[config.mk]
export PLATFORM = sky130hd
export DESIGN_NAME = scl_rate_gen
export DESIGN_NICKNAME = d
export VERILOG_FILES = /design/src/rtl/scl_rate_pkg.sv /design/src/rtl/scl_prescaler.sv /design/src/rtl/scl_input_filter.sv /design/src/rtl/scl_phase_fsm.sv /design/src/rtl/scl_rate_gen.sv
export SDC_FILE = /design/constraint.sdc
export NUM_CORES = 1
export LEC_CHECK = 0
export ABC_CLOCK_PERIOD_IN_PS = 900
export BUFFER_PORTS_ARGS = -buffer_cell sky130_fd_sc_hd__buf_2
export CAP_MARGIN = 20
export CORE_MARGIN = 3
export CORE_UTILIZATION = 51
export DETAILED_ROUTE_END_ITERATION = 8
export GPL_TIMING_DRIVEN = 0
export PLACE_DENSITY = 0.83
export SLEW_MARGIN = 0
export SYNTH_ARGS = -nofsm -noshare
export SYNTH_HDL_FRONTEND = slang
export SYNTH_SLANG_ARGS = --single-unit
[constraint.sdc]
create_clock -name clk -period 0.9 [get_ports clk]
set_clock_uncertainty 0.15 [all_clocks]
set_input_delay 0.09 -clock clk [delete_from_list [all_inputs] [get_ports clk]]
set_output_delay 0.09 -clock clk [all_outputs]
set_load 0.02 [all_outputs]
[src/rtl/scl_rate_pkg.sv]
package scl_rate_pkg;

  typedef enum logic [2:0] {
    PH_IDLE = 3'd0,
    PH_LOW  = 3'd1,
    PH_WAIT = 3'd2,
    PH_HIGH = 3'd3,
    PH_PARK = 3'd4
  } ph_state_e;

  // Extra ticks added to each phase, covering input sync and filter
  localparam int unsigned OVH_UNDIV = 4;
  localparam int unsigned OVH_DIV   = 3;

  // Mode-write field layout
  localparam int unsigned SEL_LSB = 4;
  localparam int unsigned WEN_BIT = 3;

endpackage

[src/rtl/scl_prescaler.sv]
module scl_prescaler #(
  parameter int unsigned SEL_W = 3
) (
  input  logic             clk,
  input  logic             rst_n,
  input  logic             clr,
  input  logic [SEL_W-1:0] sel,
  output logic             tick
);

  localparam int unsigned CW = (1 << SEL_W) - 1;

  logic [CW-1:0] cnt_q, cnt_d, lim;
  logic          cnt_en;

  always_comb begin
    lim    = ~({CW{1'b1}} << sel);
    tick   = (cnt_q == lim);
    cnt_en = 1'b1;
    if (clr || tick) cnt_d = '0;
    else             cnt_d = cnt_q + 1'b1;
  end

  always_ff @(posedge clk or negedge rst_n) begin
    if (!rst_n)      cnt_q <= '0;
    else if (cnt_en) cnt_q <= cnt_d;
  end

  AST_PSC_RANGE: assert property (@(posedge clk) disable iff (!rst_n)
    cnt_q <= lim) else $error("prescaler count beyond limit");

  AST_PSC_CLR: assert property (@(posedge clk) disable iff (!rst_n)
    clr |=> (cnt_q == '0)) else $error("prescaler not cleared");

endmodule

[src/rtl/scl_input_filter.sv]
module scl_input_filter #(
  parameter int unsigned SYNC_STAGES = 2
) (
  input  logic clk,
  input  logic rst_n,
  input  logic scl_in,
  output logic scl_seen_high
);

  // pipe_q[SYNC_STAGES-1] is the synchronised level, pipe_q[SYNC_STAGES] the previous one
  logic [SYNC_STAGES:0] pipe_q;
  logic [SYNC_STAGES:0] pipe_d;
  logic                 flt_q, flt_d;

  assign pipe_d[0] = scl_in;
  for (genvar g = 1; g <= SYNC_STAGES; g++) begin : g_stage
    assign pipe_d[g] = pipe_q[g-1];
  end

  always_comb begin
    if (pipe_q[SYNC_STAGES-1] == pipe_q[SYNC_STAGES]) flt_d = pipe_q[SYNC_STAGES-1];
    else                                              flt_d = flt_q;
  end

  always_ff @(posedge clk or negedge rst_n) begin
    if (!rst_n) begin
      pipe_q <= '1;
      flt_q  <= 1'b1;
    end else begin
      pipe_q <= pipe_d;
      flt_q  <= flt_d;
    end
  end

  assign scl_seen_high = flt_q;

  AST_FLT_AGREE: assert property (@(posedge clk) disable iff (!rst_n)
    !$stable(flt_q) |-> (flt_q == $past(pipe_q[SYNC_STAGES]) &&
                         flt_q == $past(pipe_q[SYNC_STAGES-1])))
    else $error("filter moved without two agreeing samples");

endmodule

[src/rtl/scl_phase_fsm.sv]
module scl_phase_fsm
  import scl_rate_pkg::*;
#(
  parameter int unsigned CNT_W = 5,
  parameter int unsigned SEL_W = 3
) (
  input  logic             clk,
  input  logic             rst_n,
  input  logic             run,
  input  logic             release_bus,
  input  logic             tick,
  input  logic             scl_seen_high,
  input  logic [SEL_W-1:0] sel,
  input  logic [CNT_W-1:0] lo_cnt,
  input  logic [CNT_W-1:0] hi_cnt,
  output logic             presc_clr,
  output logic             drive_low,
  output logic             fall_stb,
  output logic             rise_stb
);

  localparam int unsigned PH_W = CNT_W + 1;

  ph_state_e       state_q, state_d;
  logic [PH_W-1:0] ph_q, ph_d;
  logic [PH_W-1:0] ovh, eff_lo, eff_hi, tgt;
  logic            counting, phase_end, ph_en;
  logic            drive_q, drive_d, fall_q, fall_d, rise_q, rise_d;

  always_comb begin
    ovh       = (sel == '0) ? PH_W'(OVH_UNDIV) : PH_W'(OVH_DIV);
    eff_lo    = (lo_cnt == '0) ? PH_W'(1) : PH_W'(lo_cnt);
    eff_hi    = (hi_cnt == '0) ? PH_W'(1) : PH_W'(hi_cnt);
    tgt       = (state_q == PH_LOW) ? (eff_lo + ovh) : (eff_hi + ovh);
    counting  = (state_q == PH_LOW) || (state_q == PH_HIGH);
    phase_end = counting && tick && (ph_q == tgt - 1'b1);
  end

  always_comb begin
    state_d = state_q;
    unique case (state_q)
      PH_IDLE: if (run)           state_d = PH_LOW;
      PH_LOW:  if (phase_end)     state_d = PH_WAIT;
      PH_WAIT: if (scl_seen_high) state_d = PH_HIGH;
      PH_HIGH: if (phase_end)     state_d = run ? PH_LOW : PH_PARK;
      PH_PARK: begin
        if (run)              state_d = PH_LOW;
        else if (release_bus) state_d = PH_IDLE;
      end
      default:                    state_d = PH_IDLE;
    endcase
  end

  always_comb begin
    ph_en = (state_d != state_q) || (counting && tick);
    if (state_d != state_q) ph_d = '0;
    else                    ph_d = ph_q + 1'b1;
    drive_d = (state_d == PH_LOW) || (state_d == PH_PARK);
    fall_d  = (state_d == PH_LOW)  && (state_q != PH_LOW);
    rise_d  = (state_d == PH_HIGH) && (state_q != PH_HIGH);
  end

  always_ff @(posedge clk or negedge rst_n) begin
    if (!rst_n) begin
      state_q <= PH_IDLE;
      drive_q <= 1'b0;
      fall_q  <= 1'b0;
      rise_q  <= 1'b0;
    end else begin
      state_q <= state_d;
      drive_q <= drive_d;
      fall_q  <= fall_d;
      rise_q  <= rise_d;
    end
  end

  always_ff @(posedge clk or negedge rst_n) begin
    if (!rst_n)     ph_q <= '0;
    else if (ph_en) ph_q <= ph_d;
  end

  assign presc_clr = !counting;
  assign drive_low = drive_q;
  assign fall_stb  = fall_q;
  assign rise_stb  = rise_q;

  AST_PH_BELOW_TARGET: assert property (@(posedge clk) disable iff (!rst_n)
    counting |-> (ph_q < tgt)) else $error("phase count overran");

  AST_FALL_PULSE: assert property (@(posedge clk) disable iff (!rst_n)
    fall_q |=> !fall_q) else $error("fall strobe wider than one cycle");

  AST_RISE_SEEN: assert property (@(posedge clk) disable iff (!rst_n)
    $rose(rise_q) |-> $past(scl_seen_high)) else $error("high counted before SCL seen");

  AST_PARK_HOLDS: assert property (@(posedge clk) disable iff (!rst_n)
    (state_q == PH_PARK && !run && !release_bus) |=> (drive_q && !fall_q))
    else $error("park did not hold SCL low");

endmodule

[src/rtl/scl_rate_gen.sv]
module scl_rate_gen
  import scl_rate_pkg::*;
#(
  parameter int unsigned CNT_W       = 5,
  parameter int unsigned SEL_W       = 3,
  parameter int unsigned SYNC_STAGES = 2
) (
  input  logic             clk,
  input  logic             rst_n,
  input  logic             mode_we,
  input  logic [7:0]       mode_wdata,
  input  logic [CNT_W-1:0] lo_cnt,
  input  logic [CNT_W-1:0] hi_cnt,
  input  logic             run,
  input  logic             release_bus,
  input  logic             scl_in,
  output logic             scl_drive_low,
  output logic             fall_stb,
  output logic             rise_stb
);

  logic             rst_meta_q, rst_sync_q;
  logic [SEL_W-1:0] sel_q, sel_d;
  logic             sel_en;
  logic             tick, presc_clr, seen_high;
  logic             unused_wdata;

  always_ff @(posedge clk or negedge rst_n) begin
    if (!rst_n) begin
      rst_meta_q <= 1'b0;
      rst_sync_q <= 1'b0;
    end else begin
      rst_meta_q <= 1'b1;
      rst_sync_q <= rst_meta_q;
    end
  end

  always_comb begin
    sel_en = mode_we && mode_wdata[WEN_BIT];
    sel_d  = mode_wdata[SEL_LSB +: SEL_W];
  end

  always_ff @(posedge clk or negedge rst_sync_q) begin
    if (!rst_sync_q)  sel_q <= '0;
    else if (sel_en)  sel_q <= sel_d;
  end

  assign unused_wdata = ^{mode_wdata[7], mode_wdata[2:0]};

  scl_prescaler #(.SEL_W(SEL_W)) u_psc (
    .clk   (clk),
    .rst_n (rst_sync_q),
    .clr   (presc_clr),
    .sel   (sel_q),
    .tick  (tick)
  );

  scl_input_filter #(.SYNC_STAGES(SYNC_STAGES)) u_flt (
    .clk           (clk),
    .rst_n         (rst_sync_q),
    .scl_in        (scl_in),
    .scl_seen_high (seen_high)
  );

  scl_phase_fsm #(.CNT_W(CNT_W), .SEL_W(SEL_W)) u_fsm (
    .clk           (clk),
    .rst_n         (rst_sync_q),
    .run           (run),
    .release_bus   (release_bus),
    .tick          (tick),
    .scl_seen_high (seen_high),
    .sel           (sel_q),
    .lo_cnt        (lo_cnt),
    .hi_cnt        (hi_cnt),
    .presc_clr     (presc_clr),
    .drive_low     (scl_drive_low),
    .fall_stb      (fall_stb),
    .rise_stb      (rise_stb)
  );

  AST_WEN_GUARD: assert property (@(posedge clk) disable iff (!rst_sync_q)
    (mode_we && !mode_wdata[WEN_BIT]) |=> $stable(sel_q))
    else $error("divider changed without field write enable");

endmodule

==> results of run 1 <==
cells by family (layout without fill, tap and decap cells):
family / after synthesis / after routing / share of synthesized area
simple gates: 76 / 76 / 0.2444
fa+ha+maj: 8 / 8 / 0.06074
xor+xnor: 21 / 21 / 0.1063
buf+inv: 12 / 62 / 0.03254
mux: 8 / 8 / 0.04989
other cells: 1 / 1 / 0.002167
compound gates: 25 / 25 / 0.09618
flops: 28 / 28 / 0.4078
how the worst max path moves through the flow:
stage / startpoint / end / slack, ps / cells after the start
after floorplan: u_fsm.state_q[2]$_DFF_PN0_ / u_fsm.state_q[1]$_DFF_PN0_ / -2790 / 11
after global placement: u_fsm.state_q[2]$_DFF_PN0_ / u_fsm.ph_q[0]$_DFFE_PN0P_ / -2960 / 14
after detailed placement: u_fsm.state_q[2]$_DFF_PN0_ / u_fsm.ph_q[2]$_DFFE_PN0P_ / -3070 / 14
after CTS: u_fsm.state_q[2]$_DFF_PN0_ / u_fsm.state_q[1]$_DFF_PN0_ / -2790 / 14
after global routing: u_fsm.state_q[2]$_DFF_PN0_ / u_fsm.ph_q[2]$_DFFE_PN0P_ / -3000 / 14
final: u_fsm.state_q[0]$_DFF_PN0_ / u_fsm.state_q[1]$_DFF_PN0_ / -2900 / 14
timing repair:
action                                  in CTS  in global routing
endpoints found under the setup margin      26                 28
endpoints found under the hold margin        9                  6
hold buffers                                 4                  4
pin swaps                                   12                 13
setup buffers                               12                  6
resized for setup                           29                 13
worst max-delay path: stages, from the launching register on:
cell	delay [ps]
dfrtp_1	410
buf_6	120
nor3b_4	150
buf_6	130
a21oi_2	160
ha_2	200
inv_1	50
fa_2	390
xnor2_4	220
nor3b_4	70
or4_4	420
and3_4	190
or4_4	550
or2_4	300
a21o_2	190
placed cells by master (no fill, tap or decap), types with 6 or more instances in the layout:
master	synthesis	final
xor2_1	9	9
inv_1	7	6
buf_2	0	19
xnor2_1	12	11
nand2_1	13	11
buf_4	1	14
nor2_1	20	18
a21oi_1	7	6
dfrtp_1	24	22
buf_6	1	8
dlygate4sd3_1	0	7
sequential cells by signal, summed over array words and instances (netlist names), 3 cells and up:
| name | flops |
|---|---|
| sel_q | 3 |
| u_flt.pipe_q | 3 |
| u_fsm.ph_q | 6 |
| u_fsm.state_q | 3 |
| u_psc.cnt_q | 7 |
cell type report:
cell class	count	area, µm²	share of cell area
tap	44	55.05	0.02288
inverter	7	26.28	0.01092
clock inverter	1	30.03	0.01248
multi-input combinational	139	1156	0.4805
clock buffer	3	22.52	0.009360
buffer	4	56.30	0.02340
timing repair buffer	47	349.1	0.1451
sequential	28	710.7	0.2954
metal layers:
layer | vias to the layer above | track usage
met5 | - | 0
met4 | 0 | 0.04222
met3 | 12 | 0.04921
met2 | 42 | 0.4008
met1 | 749 | 0.2623
li1 | 731 | -
per-stage QoR:
step | power [µW] | TNS [ps] | hold WS [ps] | area (µm²) | std cells
3_5_place_dp | 4892 | -40860 | -273.7 | 1992 | 245
6_report | 7051 | -40330 | -73.59 | 2406 | 273
2_1_floorplan | 4323 | -36190 | -355.6 | 1827 | 179
5_1_grt | 7477 | -42490 | -76.47 | 2406 | 273
4_1_cts | 6537 | -39520 | -178.2 | 2303 | 265
3_3_place_gp | 4714 | -39120 | -275.3 | 1992 | 245
power groups by stage:
| stage | registers, µW | logic (µW) | clock network (µW) |
|---|---|---|---|
| floorplan | 1870 | 2450 | 0 |
| detailed placement | 1950 | 2950 | 0 |
| finish | 1950 | 4270 | 835 |
| global placement | 1930 | 2780 | 0 |
| global route | 1990 | 4590 | 896 |
| CTS | 1910 | 3780 | 842 |
==> results.sh, run 1 <==
export IMPL_violated_checks="negative hold slack, negative setup slack"
export IMPL_synth_nets=210
export IMPL_pwr_density_cell_nw_per_um2=2930
export IMPL_reg2regPathDepth=14
export IMPL_run_status="finished, violations left"
export IMPL_cts_root_buffer_cell="clkbuf_4"
export IMPL_netlist_area_leader_share=0.3471
export IMPL_crit_required_ps=1000
export IMPL_timing_reg2reg_setup_slack_ps=-2900
export IMPL_worst_slew_pin_slew_ps=534.2
export IMPL_firstDrtPassIters=4
export IMPL_row_count=20
export IMPL_grt_ovfl_total=0
export IMPL_hold_vio_cnt_final=1
export IMPL_post_drt_via_cell_ratio=5.619
export IMPL_clock_tree_htree_level_count=1
export IMPL_hpwlAfterDp_mm=2.706
export IMPL_power_leakage_uw=0.001059
export IMPL_slew_limit_headroom=0.6337
export IMPL_timing_critical_path_to_type="flip-flop"
export IMPL_max_clock_path_buffers=2
export IMPL_filler_cell_count=214
export IMPL_synth_lib_cells_used_distinct=51
export IMPL_largest_net_degree_at_the_start_of_global_routing=27
export IMPL_detailroute_via_count=1534
export IMPL_grt_first_pass_wirelength_mm=7.169
export IMPL_data_arrival_time_of_the_critical_path_ps=3900
export IMPL_critical_path_peak_fanout=4
export IMPL_ys_dominant_reg_cell="dfrtp_1"
export IMPL_cts_buffers_inserted=3
export IMPL_final_net_count=261
export IMPL_maxClockFrequency_mhz=263.2
export IMPL_yosys_cell_count_top_type="dfrtp_1"
export IMPL_layout_area_overhead_vs_synth_pct=39.05
export IMPL_core_area_um2=3153
export IMPL_detailedRoute_firstIterationViolations=104
export IMPL_met2WireLength_mm=2.359
export IMPL_m1WireLength_mm=1.909
export IMPL_place_congestion=0.8371
export IMPL_final_wirelength_mm=4.538
export IMPL_timing_rr_start="u_fsm.state_q[0]$_DFF_PN0_"
export IMPL_routed_wire_length_per_instance_um=16.62
export IMPL_sw_frac_of_total=0.4118
export IMPL_hold_path_endpoint="u_fsm.state_q[2]$_DFF_PN0_"
export IMPL_whs_path_depth=4
export IMPL_clkPwrFrac=0.118
export IMPL_synth_common_cells="dfrtp_1, nor2_1, nand2_1"
export IMPL_synth_warnings=0
export IMPL_p_comb_frac=0.606
export IMPL_detail_route_drc_violations=0
export IMPL_final_critical_path_setup_slack_ps=-2900
export IMPL_tritoncts="yes"
export IMPL_ys_seq_area_frac=0.4078
export IMPL_maxCapViolCount=0
export IMPL_synth_largest_area_cell="dfrtp_1"
export IMPL_number_of_antenna_diodes=0
export IMPL_post_route_min_period_ps=3800
export IMPL_vdd_ir_drop_max_v=0.001858
export IMPL_hold_path_class="in2reg"
export IMPL_dr_max_layer_used="met4"
export IMPL_postSynthRegisterBits=28
export IMPL_netSwitchingPower_uw=2904
export IMPL_final_core_util=0.7631
export IMPL_dieHeight_um=64.25
export IMPL_rr_endpoint="u_fsm.state_q[1]$_DFF_PN0_"
export IMPL_insertion_delay_ps=340
export IMPL_reg_power_frac=0.276
export IMPL_hold_slack_ps=-73.59
export IMPL_worst_hold_startpoint="release_bus"
export IMPL_async_reset_ff_frac=1.000
export IMPL_netlist_instances=179
export IMPL_postSynthAreaPerCell_um2=9.667
export IMPL_wl_met3_um=167
export IMPL_ys_top_cells_by_area="dfrtp_1, dfstp_2, xnor2_1"
export IMPL_fp_dieArea_um2=4128
export IMPL_cellInternalPower_uw=4147
export IMPL_clk_transition_reported_paths_ps=150
export IMPL_post_synth_instance_area_um2=1730
export IMPL_place_ws_ps=-3075
export IMPL_grt_pass1_vias=1590
export IMPL_die_width_um=64.25
export IMPL_numClockSinks=28
export IMPL_drive_above_1_share=0.3843
export IMPL_start_util=0.5488
export IMPL_number_of_flops_mapped_to_enable_cells_by_yosys=0
export IMPL_antenna_found_initial=0
export IMPL_track_usage=0.2192
export IMPL_timing_worst_setup_path_type="reg2reg"
export IMPL_slew_violations=0
export IMPL_start_kind="flip-flop"
export IMPL_drtAntennaViolNets=0
export IMPL_port_buffers=22
export IMPL_setup_viol=26
export IMPL_rsz0062_at_grt="yes"
export IMPL_io_pins=27
export IMPL_finalCritPeriodShare=4.222
(Power assumes the default switching activity.)
==> run 2: changes to the inputs <==
- PLACE_DENSITY: 0.83 -> not set
- PLACE_DENSITY_LB_ADDON: not set -> 0.08
==> run 2 against run 1 <==
- the run still ends with negative hold slack, negative setup slack left
- cell count up 1.5%
- power increased by 2.3%
- clock power about the same
- register-to-register slack better by 20 ps
==> results.sh, run 2 (synthesized netlist as in run 1, its figures left out) <==
export IMPL_run_status="finished, violations left"
export IMPL_violated_checks="negative hold slack, negative setup slack"
export IMPL_grt_first_pass_wirelength_mm=6.368
export IMPL_start_kind="flip-flop"
export IMPL_die_width_um=64.25
export IMPL_port_buffers=22
export IMPL_rsz0062_at_grt="yes"
export IMPL_final_net_count=265
export IMPL_hold_vio_cnt_final=2
export IMPL_hpwlAfterDp_mm=2.615
export IMPL_track_usage=0.1923
export IMPL_grt_busiest_layer="met2"
export IMPL_core_area_um2=3153
export IMPL_power_leakage_uw=0.001073
export IMPL_maxClockFrequency_mhz=264.4
export IMPL_worst_slew_pin_slew_ps=511.2
export IMPL_antenna_found_initial=0
export IMPL_cts_buffers_inserted=3
export IMPL_largest_register="u_psc.cnt_q"
export IMPL_clock_tree_htree_level_count=1
export IMPL_crit_required_ps=1000
export IMPL_p_comb_frac=0.613
export IMPL_largest_net_degree_at_the_start_of_global_routing=27
export IMPL_timing_critical_path_to_type="flip-flop"
export IMPL_start_util=0.5488
export IMPL_grtUsageMet1=0.2528
export IMPL_finish_cell_count_without_fillers=277
export IMPL_finalCritPeriodShare=4.203
export IMPL_dieHeight_um=64.25
export IMPL_slew_limit_headroom=0.6495
export IMPL_data_arrival_time_of_the_critical_path_ps=3880
export IMPL_vdd_ir_drop_max_v=0.002202
export IMPL_drtAntennaViolNets=0
export IMPL_setup_viol=26
export IMPL_hold_path_class="in2reg"
export IMPL_cellInternalPower_uw=4355
export IMPL_cts_root_buffer_cell="clkbuf_4"
export IMPL_fp_dieArea_um2=4128
export IMPL_detailedRoute_firstIterationViolations=87
export IMPL_timing_worst_setup_path_type="reg2reg"
export IMPL_final_wirelength_mm=4.142
export IMPL_groute_layer_met3_usage=0.02636
export IMPL_tritoncts="yes"
export IMPL_routed_wire_length_per_instance_um=14.95
export IMPL_grt_pass1_vias=1426
export IMPL_insertion_delay_ps=330
export IMPL_sw_frac_of_total=0.3964
export IMPL_max_clock_path_buffers=2
export IMPL_grt_ovfl_total=0
export IMPL_drive_above_1_share=0.4120
export IMPL_registers_with_the_highest_flip_flop_counts="u_psc.cnt_q: 7 flops, u_fsm.ph_q: 6 flops"
export IMPL_largest_register_ff_count=7
export IMPL_ctsHoldBuffers=6
export IMPL_clkPwrFrac=0.116
export IMPL_place_congestion=0.8320
export IMPL_layout_area_overhead_vs_synth_pct=39.33
export IMPL_placedCellCount=245
export IMPL_pwr_density_cell_nw_per_um2=2992
export IMPL_critical_path_peak_fanout=5
export IMPL_mostFrequentLayoutCells="buf_4, dfrtp_1, nor2_1, buf_2, nand2_1"
export IMPL_post_drt_via_cell_ratio=5.462
export IMPL_number_of_antenna_diodes=0
export IMPL_firstDrtPassIters=4
export IMPL_netSwitchingPower_uw=2860
export IMPL_detailroute_via_count=1513
export IMPL_detail_route_drc_violations=0
export IMPL_maxCapViolCount=0
export IMPL_post_route_min_period_ps=3783
export IMPL_final_critical_path_setup_slack_ps=-2883
export IMPL_reg_power_frac=0.271
export IMPL_clk_transition_reported_paths_ps=160
export IMPL_slew_violations=0
export IMPL_numClockSinks=28
export IMPL_hold_slack_ps=-157.9
export IMPL_row_count=20
export IMPL_grt_met2_usage=0.3441
export IMPL_power_total_uw=7215
export IMPL_io_pins=27
run 2: changes by cell type in the layout (fill, tap and decap cells not counted), moves of 2 or more:
cell	delta
xnor2_2	+3
xnor2_1	-2
buf_4	+8
buf_6	-3
run 2: timing repair:
| action | in CTS | in global routing |
|---|---|---|
| pin swaps | 18 | 6 |
| setup buffers | 14 | 9 |
| endpoints found under the setup margin | 26 | 36 |
| resized for setup | 22 | 16 |
| endpoints found under the hold margin | 9 | 2 |
run 2: layer usage:
metal / wire length [µm] / vias to the layer above
met5: 0 / -
met4: 42 / 0
met3: 107 / 6
met2: 2204 / 29
met1: 1787 / 736
li1: - / 742
run 2: stage by stage:
| step | utilization | instance area, µm² | setup slack (ps) | hold slack, ps | TNS [ps] |
|---|---|---|---|---|---|
| 2_1_floorplan | - | 1827 | -2790 | -355.6 | -36190 |
| 3_3_place_gp | 0.6317 | 1992 | -2996 | -276.0 | -39500 |
| 3_5_place_dp | 0.6317 | 1992 | -3123 | -266.3 | -41200 |
| 4_1_cts | 0.7286 | 2297 | -2835 | -167.4 | -39200 |
| 5_1_grt | 0.7647 | 2411 | -3059 | -176.7 | -42950 |
| 6_report | 0.7647 | 2411 | -2883 | -157.9 | -40270 |
run 2: power groups by stage:
stage / combinational [µW] / sequential (µW) / clock (µW)
6_report: 4420 / 1960 / 836
5_1_grt: 4780 / 2010 / 905
4_1_cts: 3810 / 1950 / 849
3_5_place_dp: 2940 / 1960 / 0
3_3_place_gp: 2810 / 1940 / 0
2_1_floorplan: 2450 / 1870 / 0
run 2: path summary, 6_finish.rpt:
kind / from / end / slack, ps / cells after the start
max in group asynchronous: rst_n / rst_sync_q$_DFF_PN0_ / 20 / 3
worst min-delay path: mode_wdata[5] / sel_q[1]$_DFFE_PN0P_ / -160 / 2
worst max-delay path: u_fsm.state_q[1]$_DFF_PN0_ / u_fsm.state_q[1]$_DFF_PN0_ / -2880 / 13
worst max register to register: u_fsm.state_q[1]$_DFF_PN0_ / u_fsm.state_q[1]$_DFF_PN0_ / -2880 / 13
worst min register to register: rst_sync_q$_DFF_PN0_ / u_fsm.ph_q[1]$_DFFE_PN0P_ / 90 / 0
min in group asynchronous: rst_sync_q$_DFF_PN0_ / u_fsm.ph_q[1]$_DFFE_PN0P_ / 90 / 0
run 2: worst max-delay path, stage by stage, from the launching register on:
cell and delay [ps]:
dfrtp_2 480, nor3b_4 290, nor3_2 90, a21oi_2 140
ha_2 210, inv_2 50, fa_2 580, ha_4 220
xnor2_2 130, nor3_2 160, nand3_1 110, or4_4 580
or2_4 290, a21o_2 210
run 2: final cells by class:
type,count,area (µm²)
sequential,28,710.7
inverter,7,26.28
fill,227,742.0
buffer,4,56.30
clock buffer,3,22.52
tap,44,55.05
clock inverter,1,30.03
timing repair buffer,51,365.4
multi-input combinational,139,1145
